**src/rtl/intc_pkg.sv**
```systemverilog
package intc_pkg;
  localparam int SRC_N = 16;
  localparam int VEC_W = $clog2(SRC_N);

  typedef enum logic [2:0] {
    SEL_NONE, SEL_MASK_LO, SEL_MASK_HI, SEL_PEND_LO, SEL_PEND_HI, SEL_STAT
  } rdSel_t;

  typedef struct packed {
    logic             wrMaskLo;
    logic             wrMaskHi;
    logic             wrPendLo;
    logic             wrPendHi;
    logic             wrStat;
    logic [SRC_N-1:0] ackClr;
  } intcStrobes_t;
endpackage

```
**src/rtl/intc_ctrl.sv**
```systemverilog
module intc_ctrl
  import intc_pkg::*;
#(
  parameter int ADDR_W = 8,
  parameter logic [ADDR_W-1:0] A_STAT    = 8'h01,
  parameter logic [ADDR_W-1:0] A_MASK_LO = 8'h08,
  parameter logic [ADDR_W-1:0] A_PEND_LO = 8'h09,
  parameter logic [ADDR_W-1:0] A_PEND_HI = 8'h12,
  parameter logic [ADDR_W-1:0] A_MASK_HI = 8'h13
) (
  input  logic             clk,
  input  logic             rstN,
  input  logic             regWe,
  input  logic [ADDR_W-1:0] regAddr,
  input  logic             ackValid,
  input  logic [VEC_W-1:0] ackVector,
  input  logic [SRC_N-1:0] eligible,
  output intcStrobes_t     strb,
  output rdSel_t           rdSel,
  output logic             irqValid,
  output logic [VEC_W-1:0] irqVector
);
  // address decode
  always_comb begin
    rdSel = SEL_NONE;
    unique case (regAddr)
      A_STAT:    rdSel = SEL_STAT;
      A_MASK_LO: rdSel = SEL_MASK_LO;
      A_MASK_HI: rdSel = SEL_MASK_HI;
      A_PEND_LO: rdSel = SEL_PEND_LO;
      A_PEND_HI: rdSel = SEL_PEND_HI;
      default:   rdSel = SEL_NONE;
    endcase
  end

  assign strb.wrStat   = regWe && (rdSel == SEL_STAT);
  assign strb.wrMaskLo = regWe && (rdSel == SEL_MASK_LO);
  assign strb.wrMaskHi = regWe && (rdSel == SEL_MASK_HI);
  assign strb.wrPendLo = regWe && (rdSel == SEL_PEND_LO);
  assign strb.wrPendHi = regWe && (rdSel == SEL_PEND_HI);

  // acknowledge decode, one lane per source
  for (genvar g = 0; g < SRC_N; g++) begin : g_ack
    assign strb.ackClr[g] = ackValid && (ackVector == VEC_W'(g));
  end

  // priority encoder: highest index wins
  always_comb begin
    irqVector = '0;
    for (int i = 0; i < SRC_N; i++) begin
      if (eligible[i]) irqVector = VEC_W'(i);
    end
  end
  assign irqValid = |eligible;

  // presented vector is eligible and nothing above it is
  a_r6_highest_wins: assert property (@(posedge clk) disable iff (!rstN)
    irqValid |-> ((eligible >> irqVector) == SRC_N'(1)));

  // at most one register write strobe per cycle
  a_r10_single_strobe: assert property (@(posedge clk) disable iff (!rstN)
    $onehot0({strb.wrStat, strb.wrMaskLo, strb.wrMaskHi, strb.wrPendLo, strb.wrPendHi}));
endmodule

```
**src/rtl/intc_datapath.sv**
```systemverilog
module intc_datapath
  import intc_pkg::*;
#(
  parameter int GIE_BIT = 1
) (
  input  logic             clk,
  input  logic             rstN,
  input  intcStrobes_t     strb,
  input  rdSel_t           rdSel,
  input  logic [SRC_N/2-1:0] wdata,
  input  logic [SRC_N-1:0] srcReq,
  output logic [SRC_N-1:0] eligible,
  output logic [SRC_N/2-1:0] rdata
);
  localparam int BYTE_W = SRC_N / 2;

  logic [BYTE_W-1:0] maskLo, maskHi;
  logic [SRC_N-1:0]  pend, pendNext;
  logic              gie;

  // software write, then acknowledge clear, then new requests
  always_comb begin
    pendNext = pend;
    if (strb.wrPendLo) pendNext[BYTE_W-1:0]     = wdata;
    if (strb.wrPendHi) pendNext[SRC_N-1:BYTE_W] = wdata;
    pendNext = (pendNext & ~strb.ackClr) | srcReq;
  end

  always_ff @(posedge clk) begin
    if (!rstN) begin
      maskLo <= '0;
      maskHi <= '0;
      pend   <= '0;
      gie    <= 1'b0;
    end else begin
      if (strb.wrMaskLo) maskLo <= wdata;
      if (strb.wrMaskHi) maskHi <= wdata;
      if (strb.wrStat)   gie    <= wdata[GIE_BIT];
      pend <= pendNext;
    end
  end

  assign eligible = gie ? (pend & {maskHi, maskLo}) : '0;

  always_comb begin
    rdata = '0;
    unique case (rdSel)
      SEL_MASK_LO: rdata = maskLo;
      SEL_MASK_HI: rdata = maskHi;
      SEL_PEND_LO: rdata = pend[BYTE_W-1:0];
      SEL_PEND_HI: rdata = pend[SRC_N-1:BYTE_W];
      SEL_STAT:    rdata[GIE_BIT] = gie;
      default:     rdata = '0;
    endcase
  end

  // any request is captured at the next edge
  a_r4_req_captured: assert property (@(posedge clk) disable iff (!rstN)
    (srcReq != '0) |=> ((pend & $past(srcReq)) == $past(srcReq)));

  // acknowledged bit without a colliding request or write is cleared
  a_r7_ack_clears: assert property (@(posedge clk) disable iff (!rstN)
    (((strb.ackClr & ~srcReq) != '0) && !strb.wrPendLo && !strb.wrPendHi)
      |=> ((pend & $past(strb.ackClr & ~srcReq)) == '0));

  // no pending bit appears without a request or a pending write
  a_r9_no_spurious_pend: assert property (@(posedge clk) disable iff (!rstN)
    ((srcReq == '0) && !strb.wrPendLo && !strb.wrPendHi) |=> ((pend & ~$past(pend)) == '0));

  // masks hold when not written
  a_r2_mask_hold: assert property (@(posedge clk) disable iff (!rstN)
    (!strb.wrMaskLo && !strb.wrMaskHi) |=> ($stable(maskLo) && $stable(maskHi)));

  // no eligible source while globally disabled
  a_r5_gie_gate: assert property (@(posedge clk) disable iff (!rstN)
    !gie |-> (eligible == '0));
endmodule

```
**src/rtl/masked_prio_intc.sv**
```systemverilog
module masked_prio_intc
  import intc_pkg::*;
#(
  parameter int ADDR_W  = 8,
  parameter int GIE_BIT = 1
) (
  input  logic              clk,
  input  logic              rstN,
  input  logic [15:0]       srcReq,
  input  logic              regWe,
  input  logic [ADDR_W-1:0] regAddr,
  input  logic [7:0]        regWdata,
  output logic [7:0]        regRdata,
  input  logic              ackValid,
  input  logic [3:0]        ackVector,
  output logic              irqValid,
  output logic [3:0]        irqVector
);
  intcStrobes_t     strb;
  rdSel_t           rdSel;
  logic [SRC_N-1:0] eligible;

  intc_ctrl #(.ADDR_W(ADDR_W)) u_ctrl (
    .clk(clk), .rstN(rstN), .regWe(regWe), .regAddr(regAddr),
    .ackValid(ackValid), .ackVector(ackVector), .eligible(eligible),
    .strb(strb), .rdSel(rdSel), .irqValid(irqValid), .irqVector(irqVector)
  );

  intc_datapath #(.GIE_BIT(GIE_BIT)) u_dp (
    .clk(clk), .rstN(rstN), .strb(strb), .rdSel(rdSel), .wdata(regWdata),
    .srcReq(srcReq), .eligible(eligible), .rdata(regRdata)
  );

  // nothing is offered in the cycle right after reset
  a_r1_quiet_after_reset: assert property (@(posedge clk)
    $rose(rstN) |-> !irqValid);
endmodule

```
**config.mk**
```make
export PLATFORM = sky130hd
export DESIGN_NAME = masked_prio_intc
export DESIGN_NICKNAME = d
export VERILOG_FILES = /design/src/rtl/intc_pkg.sv /design/src/rtl/intc_ctrl.sv /design/src/rtl/intc_datapath.sv /design/src/rtl/masked_prio_intc.sv
export SDC_FILE = /design/constraint.sdc
export NUM_CORES = 1
export LEC_CHECK = 0
export ABC_AREA = 1
export BUFFER_PORTS_ARGS = -buffer_cell sky130_fd_sc_hd__buf_2
export CORE_ASPECT_RATIO = 1.1
export CORE_MARGIN = 4
export CORE_UTILIZATION = 25
export CTS_CLUSTER_SIZE = 40
export DETAILED_ROUTE_END_ITERATION = 8
export GPL_TIMING_DRIVEN = 0
export PLACE_DENSITY_LB_ADDON = 0.12
export REMOVE_ABC_BUFFERS = 1
export SLEW_MARGIN = 20
export SYNTH_ARGS = -nofsm -noshare
export SYNTH_HDL_FRONTEND = slang
export SYNTH_HIERARCHICAL = 1
export SYNTH_SLANG_ARGS = --single-unit
```
**constraint.sdc**
```tcl
create_clock -name clk -period 3 [get_ports clk]
set_input_delay 0.45 -clock clk [delete_from_list [all_inputs] [get_ports clk]]
set_output_delay 0.45 -clock clk [all_outputs]
set_load 0.05 [all_outputs]
```
==> metrics <==
gr usage total=14.3%; grt ovf=0; Initial DRC Count=150; met1 Use GR=20.0%; Yosys reg bits=33; Top FF cell, synth=dfxtp_1; Core Area=slightly above 9000 µm²; Max clock buf depth=2; pin slew with the least headroom to its limit=0.803 ns; GRT Max-Usage Layer=met2; Crit. End Element=output port; clk slew on worst S/H paths=roughly 0.07 ns; most frequent cells in the layout=nand2_1, inv_1, buf_2; vias in the first global route=2440; Num CTS Buffers=5; P&R area growth vs syn=17.5%; sequential area share after synthesis=27.6%; kind of critical path=primary input to output port; Setup WS post-layout=0.144 ns; Max-Cap Viols=0; wirelength, routed=7.83 mm; Cell Area, Synth=2390 µm²; CP Data Required Time=between 2 and 3 ns; cells on worst reg2reg path=2; M2 GR Usage=a little under a quarter; FP Rows=37; fmax=350 MHz; Crit Path Max Fanout=17; Post-DRT Antenna Nets=0; Ys Warns=6; Die Wd=101 µm; Avg WL per Cell=13.9 µm; Tmin final=2.86 ns; peak supply drop=~170 µV; vias=2525; commonest non-fill, non-tap cell in the layout=nand2_1; Pins Over Slew Limit=0; asr flop ratio synth=0%; final hold vios=0; relative slew slack=46.1%; Power Density=341 nW/µm²; hold path depth=3; clock root buffer=clkbuf_8; initial antenna violation count=0; H-tree depth=2; top-level I/O count=53; clk_lat worst skew=0.28 ns; Distinct cells, synth=27; Syn Inst Count=approximately 400; Initial Utilization=25.6%; static leakage=around 0.0014 µW; gpl congestion=0.816; final worst-path cycle share=between 90% and 100%; Hold Buf Count CTS=0; met3 usage=2.21%; setup_tns=0 ns; Worst Skew=0 ns; CP Launch Type=primary input; First-pass DRT Iterations=4; syn avg cell area=5.95 µm²; share of cells above drive strength 1=17.2%; Post-synth EDFFs=0; CP Data Arrival Time=2.41 ns; DRC violations left=0; first-pass GRT wire length=12.7 mm; DP HPWL=approximately 6 mm; diode count=0; largest net degree at the start of global routing=19; DP Worst Slack=-0.0134 ns; final setup fails=0; TritonCTS clock tree=done; die height=111 µm; NumNets Final=approximately 490; Num Clock Sinks=33; status=completed; die area=11200 µm²; worst min path class=primary input to flop; Avg Vias per Cell=approximately 4.5; count of input and output buffers=52
## final timing paths
path / from / end / slack [ns]
setup / recovery: regAddr[7] / regRdata[3] / 0.14
hold / removal: srcReq[7] / u_dp/pend[7] / 0.40
setup reg to reg: u_dp/gie / u_dp/gie / 2.13
hold reg to reg: u_dp/maskLo[1] / u_dp/maskLo[1] / 0.54
## final cells by class
cell class / count / area, µm²
fill: 1118 / 6540
sequential: 33 / 662
timing repair buffer: 53 / 280
clock inverter: 1 / 5.00
inverter: 87 / 330
multi-input combinational: 267 / 1290
clock buffer: 7 / 96.3
tap: 117 / 146
## state kept, by name, indices dropped and copies added, names as in the netlist
signal / count
u_dp/pend: 16
u_dp/gie: 1
u_dp/maskHi: 8
u_dp/maskLo: 8
## cells in the mapped netlist, types with 2 or more instances
cell / n / share of area (%)
nor2_1: 43 / 6.7
a21oi_1: 33 / 6.9
nand4_1: 18 / 4.7
nand2_1: 104 / 16
inv_1: 84 / 13
nand3_2: 3 / 1.3
buf_4: 2 / 0.63
buf_2: 6 / 1.3
clkbuf_8: 2 / 1.2
nand3b_1: 16 / 5.0
dfxtp_1: 33 / 28
inv_2: 3 / 0.47
buf_6: 3 / 1.4
nor3_1: 3 / 0.63
nand3_1: 20 / 4.2
o21ai_0: 18 / 3.8
## power breakdown
part / internal [µW] / leakage, µW / total, µW / switching, µW
logic: 43.0 / 0.00112 / 119 / 75.8
registers: 455 / 0.000272 / 463 / 8.77
clock network: 208 / 0.0000542 / 377 / 170
## worst max-delay path, stage by stage
cell	delay, ns
buf_2	0.09
or2_4	0.25
nor3b_2	0.20
nand4_1	0.15
nand2_1	0.17
inv_2	0.19
nor2_4	0.17
buf_12	0.17
nand3_1	0.07
nand2_1	0.08
inv_1	0.04
nand2_1	0.08
buf_2	0.27
## kinds of logic after synthesis
group                  after synthesis  synth area share, %
buffers and inverters              102                 18.9
flip-flops                          33                 27.6
AO/OA/AOI/OAI                       53                 11.6
AND/OR/NAND/NOR                    214                 41.9
## per-layer routing
metal,wire [µm],vias to the layer above,share of wire (%)
met2,3560,57,45
met3,467,5,6.0
met1,3740,1124,48
li1,-,1339,-
met5,0,-,0
met4,61,0,0.78
## per-stage QoR
stage                     utilization, %  std cells  hold WS (ns)  total power [µW]  cell area, µm²
after CTS                           29.8        564         0.389               977            2790
after floorplan                        -        387         0.490               531            2270
after global routing                30.1        565         0.374              1020            2810
final                               30.1        565         0.396               959            2810
after detailed placement            28.7        556         0.529               592            2680
after global placement              28.6        556         0.510               590            2680
## what timing repair did
action / 4_1_cts / 5_1_grt
gates cloned: 0 / 0
gates resized for setup: 1 / 1
endpoints found under the setup margin: 2 / 9
setup buffers: 0 / 1
pin swaps: 0 / 1
Power figures use the tool's default switching activity.
